`src/rtl/bwv_pkg.sv`:
```
// Package bwv_pkg
// Shared constants for the window mapper: which command bits enable which
// space, where the ROM enable bit lives, and the access-space encoding.
package bwv_pkg;
    localparam int CMD_IO_EN_BIT  = 0;
    localparam int CMD_MEM_EN_BIT = 1;
    localparam int ROM_EN_BIT     = 0;

    typedef enum logic {
        SPACE_MEM = 1'b0,
        SPACE_IO  = 1'b1
    } space_e;
endpackage

```
`src/rtl/bwv_region_eval.sv`:
```
// Module bwv_region_eval
// Purely combinational evaluation of one region: masks the raw register
// word down to the window base and applies the legality rules.
// Assumes SIZE is zero or a power of two. A zero SIZE means the region
// is absent, and then the region is never legal.
module bwv_region_eval
    import bwv_pkg::*;
#(
    parameter int              ADDR_W     = 32,
    parameter int              IO_LIMIT_W = 16,
    parameter logic [ADDR_W-1:0] SIZE     = '0,
    parameter bit              IS_IO      = 1'b0,
    parameter bit              IS_ROM     = 1'b0
) (
    input  logic [15:0]       cmd_i,
    input  logic [ADDR_W-1:0] raw_i,
    output logic              legal_o,
    output logic [ADDR_W-1:0] base_o
);
    localparam logic [ADDR_W-1:0] SPAN = SIZE - 1'b1;

    generate
        if (SIZE == '0) begin : g_absent
            // Absent region: never mapped.
            always_comb begin
                legal_o = 1'b0;
                base_o  = '0;
            end
        end else begin : g_present
            logic [ADDR_W-1:0] masked;
            logic [ADDR_W-1:0] last;
            logic              space_en;
            logic              shape_ok;
            logic              range_ok;

            // Masked base and inclusive end of the candidate window.
            always_comb begin
                masked = raw_i & ~SPAN;
                last   = masked + SPAN;
            end

            // Enable gating: command bit per space, plus ROM enable bit.
            always_comb begin
                if (IS_IO) begin
                    space_en = cmd_i[CMD_IO_EN_BIT];
                end else if (IS_ROM) begin
                    space_en = cmd_i[CMD_MEM_EN_BIT] & raw_i[ROM_EN_BIT];
                end else begin
                    space_en = cmd_i[CMD_MEM_EN_BIT];
                end
            end

            // Window shape rules common to both spaces.
            always_comb shape_ok = (last > masked) && (masked != '0);

            // Space-specific ceiling check.
            always_comb begin
                if (IS_IO) begin
                    range_ok = ((last >> IO_LIMIT_W) == '0);
                end else begin
                    range_ok = (last != '1);
                end
            end

            // Final verdict; an illegal window reports base zero.
            always_comb begin
                legal_o = space_en & shape_ok & range_ok;
                base_o  = legal_o ? masked : '0;
            end
        end
    endgenerate
endmodule

```
`src/rtl/bwv_sequencer.sv`:
```
// Module bwv_sequencer
// Holds the candidate set captured on each update strobe and the latched
// mapping. Each cycle it retires one differing region, lowest index first:
// a live region is withdrawn (unmap pulse), and a dead region that should
// be live is installed (map pulse). An update strobe takes priority over
// retirement in its cycle, and then no pulse is issued in that cycle.
// Assumes base is zero whenever the region is not legal.
module bwv_sequencer #(
    parameter int NREG   = 7,
    parameter int ADDR_W = 32,
    parameter int IDX_W  = 3
) (
    input  logic                   clk,
    input  logic                   rst_n,
    input  logic                   upd_i,
    input  logic [NREG-1:0]        cand_legal_i,
    input  logic [NREG*ADDR_W-1:0] cand_base_i,
    output logic [NREG-1:0]        cur_valid_o,
    output logic [NREG*ADDR_W-1:0] cur_base_o,
    output logic                   unmap_o,
    output logic [IDX_W-1:0]       unmap_idx_o,
    output logic                   map_o,
    output logic [IDX_W-1:0]       map_idx_o
);
    logic [NREG-1:0]   snap_valid;
    logic [ADDR_W-1:0] snap_base [NREG];
    logic [NREG-1:0]   cur_valid;
    logic [ADDR_W-1:0] cur_base  [NREG];
    logic [NREG-1:0]   pend;
    logic              any_pend;
    logic [IDX_W-1:0]  sel;

    // Per-region mismatch between candidate and latched mapping.
    for (genvar gi = 0; gi < NREG; gi++) begin : g_pend
        assign pend[gi] = (snap_valid[gi] != cur_valid[gi]) ||
                          (snap_base[gi] != cur_base[gi]);
        assign cur_base_o[gi*ADDR_W +: ADDR_W] = cur_base[gi];
    end

    assign cur_valid_o = cur_valid;

    // Lowest-index pending region.
    always_comb begin
        any_pend = 1'b0;
        sel      = '0;
        for (int i = NREG - 1; i >= 0; i--) begin
            if (pend[i]) begin
                any_pend = 1'b1;
                sel      = IDX_W'(i);
            end
        end
    end

    // Capture candidates on update; otherwise retire one pending region.
    always_ff @(posedge clk) begin
        if (!rst_n) begin
            snap_valid  <= '0;
            cur_valid   <= '0;
            unmap_o     <= 1'b0;
            map_o       <= 1'b0;
            unmap_idx_o <= '0;
            map_idx_o   <= '0;
            for (int i = 0; i < NREG; i++) begin
                snap_base[i] <= '0;
                cur_base[i]  <= '0;
            end
        end else begin
            unmap_o <= 1'b0;
            map_o   <= 1'b0;
            if (upd_i) begin
                snap_valid <= cand_legal_i;
                for (int i = 0; i < NREG; i++) begin
                    snap_base[i] <= cand_base_i[i*ADDR_W +: ADDR_W];
                end
            end else if (any_pend) begin
                if (cur_valid[sel]) begin
                    cur_valid[sel] <= 1'b0;
                    cur_base[sel]  <= '0;
                    unmap_o        <= 1'b1;
                    unmap_idx_o    <= sel;
                end else begin
                    cur_valid[sel] <= 1'b1;
                    cur_base[sel]  <= snap_base[sel];
                    map_o          <= 1'b1;
                    map_idx_o      <= sel;
                end
            end
        end
    end
endmodule

```
`src/rtl/bwv_hit_decode.sv`:
```
// Module bwv_hit_decode
// Combinational address decode against the latched windows. A region hits
// when it is live, its space matches the access space and the address lies
// within base..limit inclusive. The lowest index wins.
// Assumes limit is at or above base for every live region.
module bwv_hit_decode #(
    parameter int            NREG   = 7,
    parameter int            ADDR_W = 32,
    parameter int            IDX_W  = 3,
    parameter logic [NREG-1:0] SPACE_IO = '0
) (
    input  logic [NREG-1:0]        valid_i,
    input  logic [NREG*ADDR_W-1:0] base_i,
    input  logic [NREG*ADDR_W-1:0] limit_i,
    input  logic [ADDR_W-1:0]      addr_i,
    input  logic                   io_i,
    output logic                   hit_o,
    output logic [IDX_W-1:0]       idx_o
);
    logic [NREG-1:0] match;

    // Per-region range and space comparison.
    for (genvar gi = 0; gi < NREG; gi++) begin : g_match
        assign match[gi] = valid_i[gi] && (SPACE_IO[gi] == io_i) &&
                           (addr_i >= base_i[gi*ADDR_W +: ADDR_W]) &&
                           (addr_i <= limit_i[gi*ADDR_W +: ADDR_W]);
    end

    // Priority select, lowest index first.
    always_comb begin
        hit_o = 1'b0;
        idx_o = '0;
        for (int i = NREG - 1; i >= 0; i--) begin
            if (match[i]) begin
                hit_o = 1'b1;
                idx_o = IDX_W'(i);
            end
        end
    end
endmodule

```
`src/rtl/bar_window_map.sv`:
```
// Module bar_window_map
// Top of the window mapper: evaluates the NUM_BARS base registers plus the
// ROM register (highest index), sequences map and unmap events against the
// latched mapping, and decodes incoming addresses.
// Assumes the region sizes are zero or powers of two. The ROM region is
// always memory space, so its REG_IS_IO bit is ignored.
module bar_window_map
    import bwv_pkg::*;
#(
    parameter int NUM_BARS   = 6,
    parameter int ADDR_W     = 32,
    parameter int IO_LIMIT_W = 16,
    parameter logic [(NUM_BARS+1)*ADDR_W-1:0] REG_SIZES =
        {32'h0000_0800, 32'h0010_0000, 32'h0000_0001, 32'h0000_0100,
         32'h0000_0000, 32'h0000_1000, 32'h0000_0010},
    parameter logic [NUM_BARS:0] REG_IS_IO = 7'b000_1001,
    localparam int NREG  = NUM_BARS + 1,
    localparam int IDX_W = $clog2(NREG)
) (
    input  logic                   clk,
    input  logic                   rst_n,
    input  logic                   upd_i,
    input  logic [15:0]            cmd_i,
    input  logic [NREG*ADDR_W-1:0] bar_i,
    input  logic [ADDR_W-1:0]      hit_addr_i,
    input  logic                   hit_io_i,
    output logic [NREG-1:0]        win_valid_o,
    output logic [NREG*ADDR_W-1:0] win_base_o,
    output logic [NREG*ADDR_W-1:0] win_limit_o,
    output logic                   unmap_o,
    output logic [IDX_W-1:0]       unmap_idx_o,
    output logic                   map_o,
    output logic [IDX_W-1:0]       map_idx_o,
    output logic                   hit_o,
    output logic [IDX_W-1:0]       hit_idx_o
);
    localparam int ROM_IDX = NUM_BARS;
    localparam logic [NREG-1:0] SPACE_IO = {1'b0, REG_IS_IO[NUM_BARS-1:0]};

    logic [NREG-1:0]        cand_legal;
    logic [NREG*ADDR_W-1:0] cand_base;

    // One evaluator per region; the ROM variant is picked by index.
    for (genvar gi = 0; gi < NREG; gi++) begin : g_region
        localparam logic [ADDR_W-1:0] SZ = REG_SIZES[gi*ADDR_W +: ADDR_W];

        bwv_region_eval #(
            .ADDR_W     (ADDR_W),
            .IO_LIMIT_W (IO_LIMIT_W),
            .SIZE       (SZ),
            .IS_IO      (SPACE_IO[gi]),
            .IS_ROM     (gi == ROM_IDX)
        ) eval_i (
            .cmd_i   (cmd_i),
            .raw_i   (bar_i[gi*ADDR_W +: ADDR_W]),
            .legal_o (cand_legal[gi]),
            .base_o  (cand_base[gi*ADDR_W +: ADDR_W])
        );

        // Limit follows the latched base; zero when the region is down.
        assign win_limit_o[gi*ADDR_W +: ADDR_W] = win_valid_o[gi] ?
            win_base_o[gi*ADDR_W +: ADDR_W] + SZ - 1'b1 : '0;
    end

    bwv_sequencer #(
        .NREG   (NREG),
        .ADDR_W (ADDR_W),
        .IDX_W  (IDX_W)
    ) seq_i (
        .clk          (clk),
        .rst_n        (rst_n),
        .upd_i        (upd_i),
        .cand_legal_i (cand_legal),
        .cand_base_i  (cand_base),
        .cur_valid_o  (win_valid_o),
        .cur_base_o   (win_base_o),
        .unmap_o      (unmap_o),
        .unmap_idx_o  (unmap_idx_o),
        .map_o        (map_o),
        .map_idx_o    (map_idx_o)
    );

    bwv_hit_decode #(
        .NREG     (NREG),
        .ADDR_W   (ADDR_W),
        .IDX_W    (IDX_W),
        .SPACE_IO (SPACE_IO)
    ) hit_i (
        .valid_i (win_valid_o),
        .base_i  (win_base_o),
        .limit_i (win_limit_o),
        .addr_i  (hit_addr_i),
        .io_i    (hit_io_i),
        .hit_o   (hit_o),
        .idx_o   (hit_idx_o)
    );
endmodule

```
`config.mk`:
```
export PLATFORM = sky130hd
export DESIGN_NAME = bar_window_map
export DESIGN_NICKNAME = d
export VERILOG_FILES = /design/src/rtl/bwv_pkg.sv /design/src/rtl/bwv_region_eval.sv /design/src/rtl/bwv_sequencer.sv /design/src/rtl/bwv_hit_decode.sv /design/src/rtl/bar_window_map.sv
export SDC_FILE = /design/constraint.sdc
export NUM_CORES = 1
export LEC_CHECK = 0
export BUFFER_PORTS_ARGS = -buffer_cell sky130_fd_sc_hd__buf_4
export CAP_MARGIN = 20
export CORE_AREA = 2 2 289 291
export CTS_CLUSTER_DIAMETER = 50
export DETAILED_ROUTE_END_ITERATION = 10
export DIE_AREA = 0 0 291 293
export GPL_TIMING_DRIVEN = 0
export PLACE_DENSITY = 0.57
export REMOVE_ABC_BUFFERS = 1
export SLEW_MARGIN = 30
export SYNTH_ARGS = -nofsm -noshare
export SYNTH_HDL_FRONTEND = slang
export SYNTH_SLANG_ARGS = --single-unit
```
`constraint.sdc`:
```
create_clock -name clk -period 8.7 [get_ports clk]
set_clock_uncertainty 0.05 [all_clocks]
set_input_delay 0.435 -clock clk [delete_from_list [all_inputs] [get_ports clk]]
set_output_delay 0.435 -clock clk [all_outputs]
set_load 0.005 [all_outputs]
```
==> results.md <==
Drt:
- The detailed-routing iteration count for the pre-antenna-repair pass is 8.
- Wires add up to 132 mm.
- The number of nets with antenna violations after routing is 0.
- After detailed routing, the number of remaining DRC violations is 0.
- The wire length per cell is 25.9 µm.
- The ratio of routed vias to standard cells is 5.51.
- The routed layout has 28000 vias.
- For this block, the initial DRC count from the detailed router was 2485.

CTS:
- The clock root buffer is sky130_fd_sc_hd__clkbuf_16.
- The number of sinks on the clock net is around 330.
- After clock tree synthesis, the flow added hold-fix buffers numbering 0.
- The post-CTS setup buffer count is 0.
- The TritonCTS clock tree is done.
- The number of clock buffers inserted by TritonCTS is 47.
- The clock-pin slew on the worst setup and hold paths is 0.06 ns.
- The clock latency of the later-clocked register in the worst-skew pair is about 0.61 ns.
- The number of gates resized after CTS was 0.
- The clock passes through at most 3 buffers.
- The CTS H-tree depth is 2.

STA:
- The worst path needs 7.59 ns of the cycle, external delays included.
- The count of final max-slew check failures was 0.
- The final hold slack is 0.0811 ns.
- The worst slew margin relative to its limit is a little under a third.
- Summed over all failing endpoints, the final setup total negative slack is 0 ns.
- The slack of the critical path is between 1 and 1.5 ns.
- At the pin with the least slew margin, the transition time is 1.02 ns.
- The count of final hold-check violations came to 0.
- Setup violations remaining at the end of the flow were counted as 0.
- Setup repair after global routing left no endpoint under its margin.
- The worst path uses 87.2% of the clock period.
- Static timing analysis puts the maximum clock frequency at approximately 0.13 GHz.

Yosys:
- The number of instances in the synthesized netlist is 3325.
- Of the synthesized area, sequential elements account for 31.4%.
- The synthesized design contains 328 register bits.
- The total standard cell area after synthesis is 0.0298 mm².
- The average cell area after synthesis is 8.95 µm².
- After synthesis, the netlist uses 76 different library cells.
- In the synthesized netlist the dominant register cell turns out to be sky130_fd_sc_hd__edfxtp_1.
- Counting flops with an async set or reset pin after synthesis yields a share of 0%.
- The area share of the largest cell type after synthesis is about 28%.
- The synthesized design spends more area on one cell type than any other, namely sky130_fd_sc_hd__edfxtp_1.
- Ranked by total cell area, the synthesized netlist is headed by sky130_fd_sc_hd__edfxtp_1, sky130_fd_sc_hd__ha_1, sky130_fd_sc_hd__xnor2_1.
- The Yosys step of the flow raised 0 warnings.
- The number of flops mapped to enable cells by yosys is 279.

Die:
- The number of standard-cell rows in the floorplan is between 100 and 150.
- In this run the standard cell core region covers 0.0818 mm².
- For this configuration, the core starts out at a cell density of 36.4%.
- The top-level port count is around 740.
- From left edge to right edge, the die measures roughly 290 µm.
- The die covers ~0.085 mm².
- The die height is slightly below 300 µm.

Hold path:
- In this run the worst hold path is classified as in2reg.

Run:
- The tool flagged a number of max-cap violations equal to 0.

Final layout:
- The finished cells cover 0.0375 mm².
- The filler cells instantiated in the layout total 8212.
- The number of standard cells in the final layout excluding fillers is 5089.
- The count of nets after finishing is 4719.
- The fraction of final layout cells sized beyond drive strength 1 is 18.8%.
- The relative area change from synthesis to final layout is 25.8%.

Worst setup path:
- The type of the setup path with the least slack is reg2out.
- The worst setup path is launched from a flop.
- For the worst setup path, the data required time is between 8 and 9 ns.
- STA classifies the critical path endpoint as an output port.
- For the worst setup path, the data arrival time is around 7 ns.
- The top fanout value on the critical path is 13.

GRT:
- The pin count of the biggest net entering global routing is 62.
- The total grt overflow is 0.
- The number of global-route vias before repair is 26800.
- The initial antenna violation count is 8.
- The combined global-route utilization of all metal layers is 30.0%.
- The wire length of the first global-routing pass is 186 mm.

Status:
- The run finished with clean final reports.

Placed design:
- The global placer's final weighted congestion is 0.967.
- The total placed instance area is 0.0359 mm².
- The total of buffers placed on input and output ports is 610.
- The number of placed instances, taps included, is 5001.
- Detailed placement ended at an HPWL of 102 mm.
- The worst setup slack after placement is 1.62 ns.

Pwr:
- The worst supply voltage drop on vdd is 0.121 mV.
- The analysis attributes to cell leakage a power of 17.9 nW.
- In this run the power density over the cells is around 130 mW/mm².
-- sequential cells by signal, summed over array words and instances, names as in the netlist --
name               flops
seq_i.cur_base       203
seq_i.cur_valid_o      7
seq_i.map_idx_o        3
seq_i.map_o            1
seq_i.snap_base      105
seq_i.snap_valid       5
seq_i.unmap_idx_o      3
seq_i.unmap_o          1
-- path summary, 6_finish.rpt --
kind | start | to | slack, ns | cells past startpoint
setup / recovery | seq_i.cur_base[0][3]$_SDFFCE_PN0P_ | hit_idx_o[2] | 1.11 | 19
hold / removal | bar_i[107] | seq_i.snap_base[3][11]$_SDFFCE_PN0P_ | 0.08 | 2
setup reg to reg | seq_i.cur_base[2][3]$_SDFFCE_PN0P_ | seq_i.cur_base[0][19]$_SDFFCE_PN0P_ | 3.04 | 12
hold reg to reg | seq_i.unmap_idx_o[1]$_SDFFE_PN0P_ | seq_i.unmap_idx_o[1]$_SDFFE_PN0P_ | 0.42 | 2
-- synth_stat cells (all sizes together) (5+ instances only) --
cell	instances
ha	463
inv	427
edfxtp	279
nor2	216
xnor2	209
nand2	193
nand2b	167
nand4	143
a21o	136
a21oi	107
clkbuf	89
nor3	82
nand3	78
nor4	75
o21ai	71
and2	66
xor2	59
dfxtp	49
and3	45
buf	40
a211oi	33
o31ai	29
nor2b	27
or3	22
a211o	20
mux2i	19
o21a	18
or4	15
o211ai	13
a2111oi	12
a31oi	12
o2bb2ai	12
o31a	11
a32o	9
or2	9
a221o	5
o2111ai	5
o22ai	5
o311ai	5
-- logic make-up after synthesis --
kind of cell / count (synthesis) / share of synthesized area, %
flip-flops: 328 / 31.4
buffers and inverters: 556 / 7.43
AO/OA/AOI/OAI: 535 / 12.6
adder cells (fa/ha/maj): 463 / 19.5
XOR/XNOR: 268 / 7.88
AND/OR/NAND/NOR: 1154 / 20.5
multiplexers: 20 / 0.677
other: 1 / 0.0126
-- per-stage QoR --
stage          utilization [%]  power (W)
6_report                  45.8    0.00489
5_1_grt                   45.8    0.00508
2_1_floorplan                -    0.00243
3_3_place_gp              43.3    0.00293
4_1_cts                   45.7    0.00490
3_5_place_dp              43.8    0.00295
-- layout by cell type, fill, tap and decap left out, drive strengths merged, types with 106 or more instances in the layout --
cell type / synthesis / final
buf: 40 / 630
ha: 463 / 463
inv: 427 / 436
edfxtp: 279 / 279
nor2: 216 / 216
xnor2: 209 / 209
nand2: 193 / 193
nand2b: 167 / 167
nand4: 143 / 143
a21o: 136 / 136
a21oi: 107 / 107
conb: 1 / 106
-- worst max-delay path: stages (launching register included) --
cell and delay [ns]:
sky130_fd_sc_hd__edfxtp_1 0.66, sky130_fd_sc_hd__inv_1 0.31, sky130_fd_sc_hd__ha_1 0.19, sky130_fd_sc_hd__a21oi_1 0.13, sky130_fd_sc_hd__nor4_2 0.59, sky130_fd_sc_hd__nand2_1 0.23, sky130_fd_sc_hd__nor3_1 0.26, sky130_fd_sc_hd__xnor2_1 0.16
sky130_fd_sc_hd__nand2b_1 0.19, sky130_fd_sc_hd__ha_1 0.29, sky130_fd_sc_hd__nand2_1 0.05, sky130_fd_sc_hd__nor3_1 0.34, sky130_fd_sc_hd__and4_1 0.27, sky130_fd_sc_hd__nor3b_1 0.37, sky130_fd_sc_hd__o311ai_0 0.21, sky130_fd_sc_hd__and3_1 0.21
sky130_fd_sc_hd__a21boi_0 0.67, sky130_fd_sc_hd__o21ai_0 0.26, sky130_fd_sc_hd__a2111oi_0 0.87, sky130_fd_sc_hd__buf_4 0.24
-- where the power goes --
part           switching, W  internal (W)  leakage, nW
sequential         0.000161       0.00181         3.28
combinational      0.000546      0.000422         13.8
clock              0.000786       0.00116        0.766
-- metal layers --
layer | share of wire (%) | vias to the layer above | global-route usage [%]
met5 | 0.0099 | - | 0
met4 | 5.1 | 2 | 14.4
met3 | 7.9 | 274 | 5.60
met2 | 44 | 1261 | 47.3
met1 | 43 | 13500 | 39.5
li1 | - | 13100 | -
-- layout make-up --
| type | count | area [µm²] | area share (%) |
|---|---|---|---|
| Clock buffer | 55 | 1250 | 3.33 |
| Timing Repair Buffer | 630 | 4880 | 13.0 |
| Tap cell | 1070 | 1340 | 3.57 |
| Clock inverter | 31 | 328 | 0.875 |
| Multi-Input combinational cell | 2546 | 18700 | 49.9 |
| Sequential cell | 328 | 9370 | 25.0 |
| Antenna cell | 2 | 5.00 | 0.0134 |
| Inverter | 427 | 1610 | 4.29 |
(Power assumes the default switching activity.)
